**src/rtl/madd_pkg.sv**
```systemverilog
package madd_pkg;

    // Selects the carry-prefix network topology.
    typedef enum logic {
        PFX_KOGGE_STONE = 1'b0,
        PFX_SKLANSKY    = 1'b1
    } prefix_kind_e;

endpackage

```
**src/rtl/madd_pre.sv**
```systemverilog
// Pre-processing: bitwise generate / propagate of the two operands.
module madd_pre #(
    parameter int N = 8
) (
    input  logic [N-1:0] a,
    input  logic [N-1:0] b,
    output logic [N-1:0] gen,
    output logic [N-1:0] prop
);
    assign gen  = a & b;
    assign prop = a ^ b;
endmodule

```
**src/rtl/madd_prefix.sv**
```systemverilog
// Parallel-prefix network: g_grp[i] = G[i:0], p_grp[i] = P[i:0].
module madd_prefix
    import madd_pkg::*;
#(
    parameter int           W    = 8,
    parameter prefix_kind_e TOPO = PFX_KOGGE_STONE
) (
    input  logic [W-1:0] g_in,
    input  logic [W-1:0] p_in,
    output logic [W-1:0] g_grp,
    output logic [W-1:0] p_grp
);
    localparam int LVLS = (W > 1) ? $clog2(W) : 0;

    generate
        if (LVLS == 0) begin : g_flat
            assign g_grp = g_in;
            assign p_grp = p_in;
        end else begin : g_tree
            for (genvar l = 0; l < LVLS; l++) begin : lvl
                logic [W-1:0] gi;
                logic [W-1:0] pi;
                logic [W-1:0] go;
                logic [W-1:0] po;
                if (l == 0) begin : g_src_in
                    assign gi = g_in;
                    assign pi = p_in;
                end else begin : g_src_prev
                    assign gi = lvl[l-1].go;
                    assign pi = lvl[l-1].po;
                end
                for (genvar i = 0; i < W; i++) begin : col
                    // Index of the lower group merged into column i at this level.
                    localparam int SRC = (TOPO == PFX_KOGGE_STONE)
                        ? i - (1 << l)
                        : ((((i >> l) & 1) == 1) ? ((i >> l) << l) - 1 : -1);
                    if (SRC >= 0) begin : g_op
                        assign go[i] = gi[i] | (pi[i] & gi[SRC]);
                        assign po[i] = pi[i] & pi[SRC];
                    end else begin : g_pass
                        assign go[i] = gi[i];
                        assign po[i] = pi[i];
                    end
                end
            end
            assign g_grp = lvl[LVLS-1].go;
            assign p_grp = lvl[LVLS-1].po;
        end
    endgenerate
endmodule

```
**src/rtl/madd_cmod.sv**
```systemverilog
// Carry modification. The prefix terms of A+B yield:
//   - plain carries of A+B;
//   - first correction: carries of A+B+1 (carry-in at bit 0);
//   - second correction: carries of injecting 2^K into that sum (AND-prefix chain).
// Overflow of A+B+T past N bits selects the corrected sum.
module madd_cmod
    import madd_pkg::*;
#(
    parameter int           N    = 8,
    parameter int           K    = 3,
    parameter prefix_kind_e TOPO = PFX_KOGGE_STONE
) (
    input  logic [N-1:0] prop,
    input  logic [N-1:0] g_grp,
    input  logic [N-1:0] p_grp,
    output logic [N-1:0] c_plain,
    output logic [N-1:0] y_inc,
    output logic [N-1:0] c_inj,
    output logic         ovf
);
    localparam int HW = N - K;

    logic [N-1:0]  c_one;
    logic          y_top;
    logic [HW-1:0] chain_g_unused;
    logic [HW-1:0] chain_and;

    always_comb begin
        c_one      = '0;
        c_plain    = '0;
        c_one[0]   = 1'b1;
        for (int j = 1; j < N; j++) begin
            c_plain[j] = g_grp[j-1];
            c_one[j]   = g_grp[j-1] | p_grp[j-1];
        end
        y_inc = prop ^ c_one;
        y_top = g_grp[N-1] | p_grp[N-1];
    end

    // AND-prefix over y_inc[N-1:K]: chain_and[i] = &y_inc[K+i:K].
    madd_prefix #(
        .W    (HW),
        .TOPO (TOPO)
    ) chain_i (
        .g_in  ('0),
        .p_in  (y_inc[N-1:K]),
        .g_grp (chain_g_unused),
        .p_grp (chain_and)
    );

    always_comb begin
        c_inj    = '0;
        c_inj[K] = 1'b1;
        for (int i = 0; i < HW - 1; i++) begin
            c_inj[K+1+i] = chain_and[i];
        end
        ovf = y_top | chain_and[HW-1];
    end
endmodule

```
**src/rtl/madd_sum.sv**
```systemverilog
// Sum stage: corrected sum on overflow, otherwise plain A+B.
module madd_sum #(
    parameter int N = 8
) (
    input  logic [N-1:0] prop,
    input  logic [N-1:0] c_plain,
    input  logic [N-1:0] y_inc,
    input  logic [N-1:0] c_inj,
    input  logic         ovf,
    output logic [N-1:0] res
);
    assign res = ovf ? (y_inc ^ c_inj) : (prop ^ c_plain);
endmodule

```
**src/rtl/mod_adder_2n2k1.sv**
```systemverilog
// (a + b) mod (2^N - 2^K - 1), single pass, optional output register.
module mod_adder_2n2k1
    import madd_pkg::*;
#(
    parameter int           N       = 8,
    parameter int           K       = 3,
    parameter bit           OUT_REG = 1'b1,
    parameter prefix_kind_e TOPO    = PFX_KOGGE_STONE
) (
    input  logic         clk,
    input  logic         rst_n,
    input  logic         in_valid,
    input  logic [N-1:0] a,
    input  logic [N-1:0] b,
    output logic         out_valid,
    output logic [N-1:0] sum
);
    logic [N-1:0] gen;
    logic [N-1:0] prop;
    logic [N-1:0] g_grp;
    logic [N-1:0] p_grp;
    logic [N-1:0] c_plain;
    logic [N-1:0] y_inc;
    logic [N-1:0] c_inj;
    logic         ovf;
    logic [N-1:0] res;

    madd_pre #(.N(N)) pre_i (
        .a    (a),
        .b    (b),
        .gen  (gen),
        .prop (prop)
    );

    madd_prefix #(.W(N), .TOPO(TOPO)) prefix_i (
        .g_in  (gen),
        .p_in  (prop),
        .g_grp (g_grp),
        .p_grp (p_grp)
    );

    madd_cmod #(.N(N), .K(K), .TOPO(TOPO)) cmod_i (
        .prop    (prop),
        .g_grp   (g_grp),
        .p_grp   (p_grp),
        .c_plain (c_plain),
        .y_inc   (y_inc),
        .c_inj   (c_inj),
        .ovf     (ovf)
    );

    madd_sum #(.N(N)) sum_i (
        .prop    (prop),
        .c_plain (c_plain),
        .y_inc   (y_inc),
        .c_inj   (c_inj),
        .ovf     (ovf),
        .res     (res)
    );

    generate
        if (OUT_REG) begin : g_reg
            typedef struct packed {
                logic         vld;
                logic [N-1:0] val;
            } ostate_t;

            ostate_t st_d;
            ostate_t st_q;

            always_comb begin
                st_d     = st_q;
                st_d.vld = in_valid;
                if (in_valid) begin
                    st_d.val = res;
                end
            end

            always_ff @(posedge clk or negedge rst_n) begin
                if (!rst_n) begin
                    st_q <= '0;
                end else begin
                    st_q <= st_d;
                end
            end

            assign out_valid = st_q.vld;
            assign sum       = st_q.val;
        end else begin : g_comb
            logic clk_unused;
            logic rst_unused;
            assign clk_unused = clk;
            assign rst_unused = rst_n;
            assign out_valid  = in_valid;
            assign sum        = res;
        end
    endgenerate
endmodule

```
**config.mk**
```make
export PLATFORM = sky130hd
export DESIGN_NAME = mod_adder_2n2k1
export DESIGN_NICKNAME = d
export VERILOG_FILES = /design/src/rtl/madd_pkg.sv /design/src/rtl/madd_pre.sv /design/src/rtl/madd_prefix.sv /design/src/rtl/madd_cmod.sv /design/src/rtl/madd_sum.sv /design/src/rtl/mod_adder_2n2k1.sv
export SDC_FILE = /design/constraint.sdc
export NUM_CORES = 1
export LEC_CHECK = 0
export BUFFER_PORTS_ARGS = -buffer_cell sky130_fd_sc_hd__buf_2
export CAP_MARGIN = 10
export CORE_AREA = 2 2 49 51
export DETAILED_ROUTE_END_ITERATION = 7
export DIE_AREA = 0 0 51 53
export PLACE_DENSITY = 0.76
export SYNTH_ARGS = -nofsm -noshare
export SYNTH_HDL_FRONTEND = slang
export SYNTH_SLANG_ARGS = --single-unit
export TNS_END_PERCENT = 50
```
**constraint.sdc**
```tcl
create_clock -name clk -period 1.1 [get_ports clk]
set_input_delay 0.165 -clock clk [delete_from_list [all_inputs] [get_ports clk]]
set_output_delay 0.165 -clock clk [all_outputs]
set_load 0.05 [all_outputs]
```
==> summary.txt, run 1 <==
STA
  • Hold Slack: 154 ps
  • Final setup skew: 0 ps
  • RSZ-0062 raised after global routing: yes
  • Final Setup Violations: 8
  • Tmin final: 2020 ps
  • Setup WS post-layout: -920 ps
  • Final Cycle Share: 184%
  • Highest Clock Rate: approximately 0.49 GHz
  • Fin. Hold Viols: 0
  • Relative slew slack: 79.6%
  • Slew @ Worst Pin: roughly 300 ps
  • Slew Viols, Final: 0

Setup path
  • CP peak stage delay: 530 ps
  • Worst EP arrival: approximately 2200 ps
  • Crit-path cells: buf_8 -> ha_4 -> inv_2 -> fa_2 -> nand3b_1 -> nand3_2 -> o221ai_4 -> o41a_4 -> a41oi_4 -> or4b_1 -> nand3_2
  • Crit path depth: 11
  • Top Family by Delay on Critical Path: simple AND/OR/NAND/NOR gates
  • Number of buffers and inverters on the critical path: 2
  • Startpoint Class: input pin
  • Slowest-stage cell, CP: or4b_1
  • Max FO, Critical Path: 4
  • CP Capture Type: flop
  • Crit path top cell by count: nand3_2
  • Crit path kind: input pin to flop
  • Worst Reg-to-Reg Cells: 4
  • Worst endpoint required time: roughly 1300 ps

Routing
  • Vias per cell: between 5 and 6
  • Routed Antenna Nets: 0
  • Number of remaining DRC errors: 0
  • Via Count: ~1200
  • DR WL/cell: between 15 and 20 um
  • Starting DRT DRC Count: 27
  • Final WL: 3180 um
  • Drt first pass iters: 4

Synthesis
  • Top FF cell, synth: dfrtp_1
  • Net Count, Synth: 150
  • Top cells by area, synth: dfrtp_1 (21%), ha_1 (12%), a21oi_1 (4.2%)
  • Mapped cell area: approximately 1100 um2
  • Yosys warns: 0
  • Ys async rst share: 100%
  • Synth top area share: 21.1%
  • Post-synth EDFFs: 0
  • Synth cell types: 42
  • Top cell type by total area after synthesis: dfrtp_1
  • Mapped Cells: 120
  • FF+latch count, synth: 9
  • Seq/Total Area, Yosys: a little over a fifth
  • Avg Cell Area, Syn: between 8 and 9 um2

Floorplanning
  • Initial core utilization: approximately 50%
  • Die area: about 2700 um2
  • # rows: 17
  • # IOs: 28
  • Die W: between 50 and 60 um
  • Placeable Area: about 2100 um2
  • Die Ht: 53 um

GRT
  • Global-route wire length before repair: ~4700 um
  • Overall routing resource usage: a little under a quarter
  • Vias in the first global route: ~1100
  • Initial antenna violation count: 0
  • Largest net degree at the start of global routing: 13
  • Final global-route overflow total: 0

Place
  • Post-DP HPWL: 2230 um
  • Placer Congestion: roughly 0.88
  • I/O Buffers: 27

Cells and area
  • Area delta synth->final: 54.0%
  • Final core utilization: approximately three quarters
  • Final nets: about 210
  • Diodes inserted: 0
  • # fillers: ~150
  • Layout cell share with drive strength beyond 1: 52.8%

Worst hold path
  • Hold path cells: 1
  • Min-delay worst type: input pin to flop

Clock tree
  • Clock latency on the worst-skew pair: ~260 ps
  • H-tree levels: 1
  • CTS tree: built
  • Root buffer cell: clkbuf_4
  • TritonCTS buffer count: 3
  • Clock transition at the registers of the reported paths: 60 ps
  • TritonCTS Sinks: 9
  • CTS Buffer Depth: 2

Run status
  • Failing checks: setup timing
  • Status: finished, violations left

Job
  • Maxcap violations: 0

Power
  • P per Cell Area: ~1300 nW/um2
  • P_leak: about 0.76 nW
  • Worst VDD drop: ~0.00093 V
## routing by layer
metal	share of wire [%]	vias up	global-route usage (%)
met5	0	-	0
met4	2.0	0	9.46
met3	4.7	8	1.98
met2	53	44	43.9
met1	40	544	24.9
li1	-	562	-
## cells in the mapped netlist, types with 3 or more instances
| cell type | n |
|---|---|
| a31oi_1 | 3 |
| xnor2_1 | 5 |
| nand4_1 | 5 |
| nand3_1 | 3 |
| xor2_1 | 5 |
| nand2_1 | 5 |
| inv_1 | 11 |
| a21oi_1 | 9 |
| o21ai_0 | 6 |
| a21o_1 | 3 |
| dfrtp_1 | 9 |
| nor2_1 | 10 |
| ha_1 | 10 |
## cells by family (layout without fill, tap and decap cells)
kind of cell,count (synthesis),after routing,synth area share (%)
compound gates,38,38,27.8
xor+xnor,12,12,11.9
fa+ha+maj,11,11,13.6
buf+inv,16,74,7.04
flops,9,9,21.1
mux,2,2,2.11
simple gates,32,32,16.4
## path summary, 6_finish.rpt
kind                                  endpoint  slack, ps                from
setup / recovery            sum[2]$_DFFE_PN0P_       -920                a[0]
min in group asynchronous   sum[0]$_DFFE_PN0P_        300               rst_n
hold / removal             out_valid$_DFF_PN0_        150            in_valid
setup reg to reg            sum[2]$_DFFE_PN0P_         80  sum[2]$_DFFE_PN0P_
hold reg to reg             sum[4]$_DFFE_PN0P_        510  sum[4]$_DFFE_PN0P_
max in group asynchronous   sum[3]$_DFFE_PN0P_        620               rst_n
## cells in the final DEF, fill, tap and decap left out, drive strengths merged, types with 2 or more instances in the layout
cell type	Yosys	final
a31oi	3	3
a21o	3	3
ha	10	10
nand3	4	4
a41oi	2	2
nor2	10	10
buf	3	58
nand4	5	5
clkbuf	2	3
o22ai	2	2
mux2	2	2
a21oi	11	11
o221ai	3	3
nand2	5	5
xnor2	6	6
xor2	5	5
o21a	2	2
dfrtp	9	9
o21ai	6	6
inv	11	11
## layout make-up
| cell class | instances | area (um2) | share of cell area, % |
|---|---|---|---|
| Clock buffer | 3 | 22.5 | 1.37 |
| Inverter | 11 | 41.3 | 2.52 |
| Tap cell | 28 | 35.0 | 2.13 |
| Clock inverter | 1 | 5.00 | 0.305 |
| Multi-Input combinational cell | 95 | 918 | 55.9 |
| Timing Repair Buffer | 59 | 394 | 24.0 |
| Sequential cell | 9 | 225 | 13.7 |
## state kept, by name, indices dropped and copies added (netlist names)
name       flops
out_valid      1
sum            8
## timing repair
action	4_1_cts	5_1_grt
hold buffers	1	0
pin swaps	10	9
buffers inserted	4	2
gates resized for setup	9	7
setup endpoints to repair	8	8
endpoints found under the hold margin	9	0
## power by group
group	leakage (nW)	total (mW)	switching [mW]	internal (mW)
Clock	0.0177	0.249	0.115	0.134
Sequential	0.105	0.443	0.0362	0.407
Combinational	0.639	1.41	0.824	0.584
Total	0.761	2.10	0.974	1.12
## stage by stage
stage               setup slack, ps  area (um2)  setup TNS, ps  cells  power [mW]
floorplan                      -908        1160          -6390    120        1.35
global placement              -1170        1480          -8630    195        1.68
detailed placement            -1190        1480          -8990    195        1.71
CTS                            -849        1580          -6190    204        2.01
global route                   -995        1640          -7100    206        2.22
finish                         -920        1640          -6430    206        2.10
No activity file was read; power rests on OpenSTA's default activity.
==> run 2, diff against run 1 <==
CTS_CLUSTER_DIAMETER = 80   (was unset)
REMOVE_ABC_BUFFERS = 1   (was unset)
==> run 2 against run 1 <==
The run still ends with setup timing left. Final area fell by 1.4%. Sequential power barely moved. Global-route usage rose by 1.2 points. Sequential share of layout area rose by 0.19 points. Fmax rose by 1.3%. Total power fell by 0.26%. Clock-buffer cell count rose by 1. Non-clock buffer count rose by 4. Combinational power barely moved. Critical path depth rose by 1. Sequential cell count did not move. Via count rose by 1.2%. Highest routed layer unchanged.
==> summary.txt, run 2 (synthesis gave the netlist of run 1 again) <==
Run status
  • Status: finished, violations left
  • Failing checks: setup timing

Setup path
  • Worst Reg-to-Reg Cells: 4 (unchanged)
  • Top Family by Delay on Critical Path: adder cells
  • Crit path kind: input pin to flop
  • Reg-to-reg slack, setup: 200 ps (+120 ps)
  • Crit-path cells: buf_8 -> ha_4 -> inv_2 -> fa_2 -> nand3b_1 -> nand2_1 -> xnor2_1 -> inv_1 -> a41oi_4 -> buf_6 -> xnor2_1 -> mux2_2
  • Slowest-stage cell, CP: fa_2
  • CP peak stage delay: 330 ps (-200 ps)
  • R2R Path End: sum[2]$_DFFE_PN0P_
  • Crit path top cell by count: xnor2_1
  • CP Capture Type: flop
  • Number of buffers and inverters on the critical path: 4 (+2)
  • Worst EP arrival: 2140 ps (-80 ps)
  • Max FO, Critical Path: 5 (+1)
  • Startpoint Class: input pin
  • Worst endpoint required time: 1250 ps (-50 ps)
  • FF-to-FF Start: sum[2]$_DFFE_PN0P_

STA
  • Slew Viols, Final: 0 (unchanged)
  • Tmin final: 1990 ps (-26.7 ps)
  • RSZ-0062 raised after global routing: yes
  • Fin. Hold Viols: 0 (unchanged)
  • Final setup skew: 0 ps (unchanged)
  • Final Cycle Share: 181% (-2.4 points)
  • TNS Setup: -6670 ps (-236 ps)
  • Final Setup Violations: 8 (unchanged)
  • Slew @ Worst Pin: 329 ps (+26.8 ps)
  • Highest Clock Rate: 0.502 GHz (+1.3%)
  • Setup WS post-layout: -894 ps (+26.7 ps)
  • Relative slew slack: 78.0% (-1.6 points)

Routing
  • Drt first pass iters: 4 (unchanged)
  • Final WL: 3050 um (-4.1%)
  • Routed Antenna Nets: 0 (unchanged)
  • Vias per cell: 5.58 (-0.72%)
  • Starting DRT DRC Count: 16 (-41%)
  • Via Count: 1172 (+1.2%)
  • Number of remaining DRC errors: 0 (unchanged)
  • DR WL/cell: 14.5 um (-6.0%)

Cells and area
  • Most frequent cells in the layout: buf_4 (34), buf_2 (25), nor2_1 (10)
  • Layout cell share with drive strength beyond 1: 51.6% (-1.2 points)
  • Final std cells w/o fill: 210 (+1.9%)
  • Area occupied by multi-input gates: 863 um2 (-6.0%)
  • Register Area: 225 um2 (unchanged)
  • Max FFs per register: 8 (unchanged)
  • Diodes inserted: 0 (unchanged)
  • Most common cell after layout, fill and taps aside: buf_4
  • # fillers: 142 (-7.8%)
  • Final nets: 213 (+1.9%)
  • Area delta synth->final: 51.9%

Power
  • Switching share of total power: 45.4% (-0.99 points)
  • P_leak: 0.763 nW (+0.25%)
  • P per Cell Area: 1290 nW/um2 (+1.1%)
  • Worst VDD drop: 0.00148 V (+59%)
  • Comb pwr share: 67.0% (about the same)
  • Part of the power in registers: 21.1% (about the same)
  • Sw Pwr: 951 uW (-2.4%)
  • Pint: 1.14 mW (+1.6%)
  • Power share of the clock group: 11.9% (about the same)

Job
  • Maxcap violations: 0 (unchanged)

Floorplanning
  • # IOs: 28 (unchanged)
  • Initial core utilization: 49.6% (unchanged)
  • Die area: 2700 um2 (unchanged)
  • Placeable Area: 2150 um2 (unchanged)
  • # rows: 17 (unchanged)
  • Die W: 51 um (unchanged)
  • Die Ht: 53 um (unchanged)

Worst hold path
  • Hold path cells: 3 (+2)
  • Min-delay worst type: input pin to flop
  • Hold Path Origin: in_valid
  • Hold Crit Endpoint: sum[3]$_DFFE_PN0P_

Clock tree
  • CTS tree: built
  • Clock transition at the registers of the reported paths: 60 ps (about the same)
  • TritonCTS Sinks: 9 (unchanged)
  • H-tree levels: 1 (unchanged)
  • Root buffer cell: clkbuf_4
  • Clock latency on the worst-skew pair: 260 ps (about the same)
  • CTS Buffer Depth: 2 (unchanged)
  • TritonCTS buffer count: 3 (unchanged)

Place
  • I/O Buffers: 27 (unchanged)
  • Post-DP HPWL: 2220 um (-0.55%)
  • Placer Congestion: 0.842 (-4.2%)
  • Placed Cells: 201 (+3.1%)

GRT
  • Overall routing resource usage: 23.8% (+1.2 points)
  • Largest net degree at the start of global routing: 12 (-1)
  • Final global-route overflow total: 0 (unchanged)
  • Global-route wire length before repair: 4880 um (+4.6%)
  • Initial antenna violation count: 0 (unchanged)
  • Vias in the first global route: 1160 (+4.4%)
==> run 2: worst max path at each step <==
stage / from / to / slack [ps] / cells after the start
floorplan: a[0] / sum[2]$_DFFE_PN0P_ / -1140 / 10
global placement: a[0] / sum[1]$_DFFE_PN0P_ / -1200 / 11
detailed placement: a[0] / sum[1]$_DFFE_PN0P_ / -1260 / 11
CTS: b[0] / sum[2]$_DFFE_PN0P_ / -900 / 12
global route: b[0] / sum[0]$_DFFE_PN0P_ / -990 / 12
finish: b[0] / sum[0]$_DFFE_PN0P_ / -890 / 12
==> run 2: per-layer routing <==
| metal | wire [um] | share of wire [%] | track usage (%) |
|---|---|---|---|
| met5 | 0 | 0 | 0 |
| met4 | 76 | 2.5 | 3.60 |
| met3 | 113 | 3.7 | 4.80 |
| met2 | 1660 | 54 | 47.2 |
| met1 | 1200 | 39 | 26.3 |
==> run 2: power groups by stage <==
stage / Clock [mW] / Combinational [mW] / Sequential, mW
after floorplan: 0 / 0.546 / 0.723
after global placement: 0 / 1.20 / 0.444
after detailed placement: 0 / 1.23 / 0.448
after CTS: 0.256 / 1.34 / 0.443
after global routing: 0.279 / 1.50 / 0.450
final: 0.250 / 1.40 / 0.442
==> run 2: layout make-up <==
| type | count | share of cell area (%) |
|---|---|---|
| repair buffers | 63 | 26.4 |
| clock buffers | 4 | 1.62 |
| flip-flops and latches | 9 | 13.9 |
| inverters | 11 | 2.55 |
| multi-input cells | 95 | 53.3 |
| well taps | 28 | 2.16 |
==> run 2: stage by stage <==
stage | power, mW | hold WS [ps] | setup WS, ps | utilization, % | cell area, um2
after floorplan | 1.27 | -131 | -1140 | - | 1030
after global placement | 1.65 | 16.7 | -1200 | 66.8 | 1440
after detailed placement | 1.68 | 26.8 | -1260 | 66.8 | 1440
after CTS | 2.04 | 277 | -904 | 74.3 | 1600
after global routing | 2.23 | 291 | -991 | 75.4 | 1620
final | 2.09 | 279 | -894 | 75.4 | 1620
==> run 2: timing repair <==
item | CTS | global route
setup endpoints to repair | 8 | 8
hold endpoints to repair | 9 | 0
buffers inserted | 4 | 1
hold buffers | 1 | 0
pin swaps | 21 | 11
resized for setup | 26 | 4
==> run 2: worst min-delay path, cell delays in order <==
cell and delay (ps):
buf_2 170, nor2_1 120, a21oi_1 40
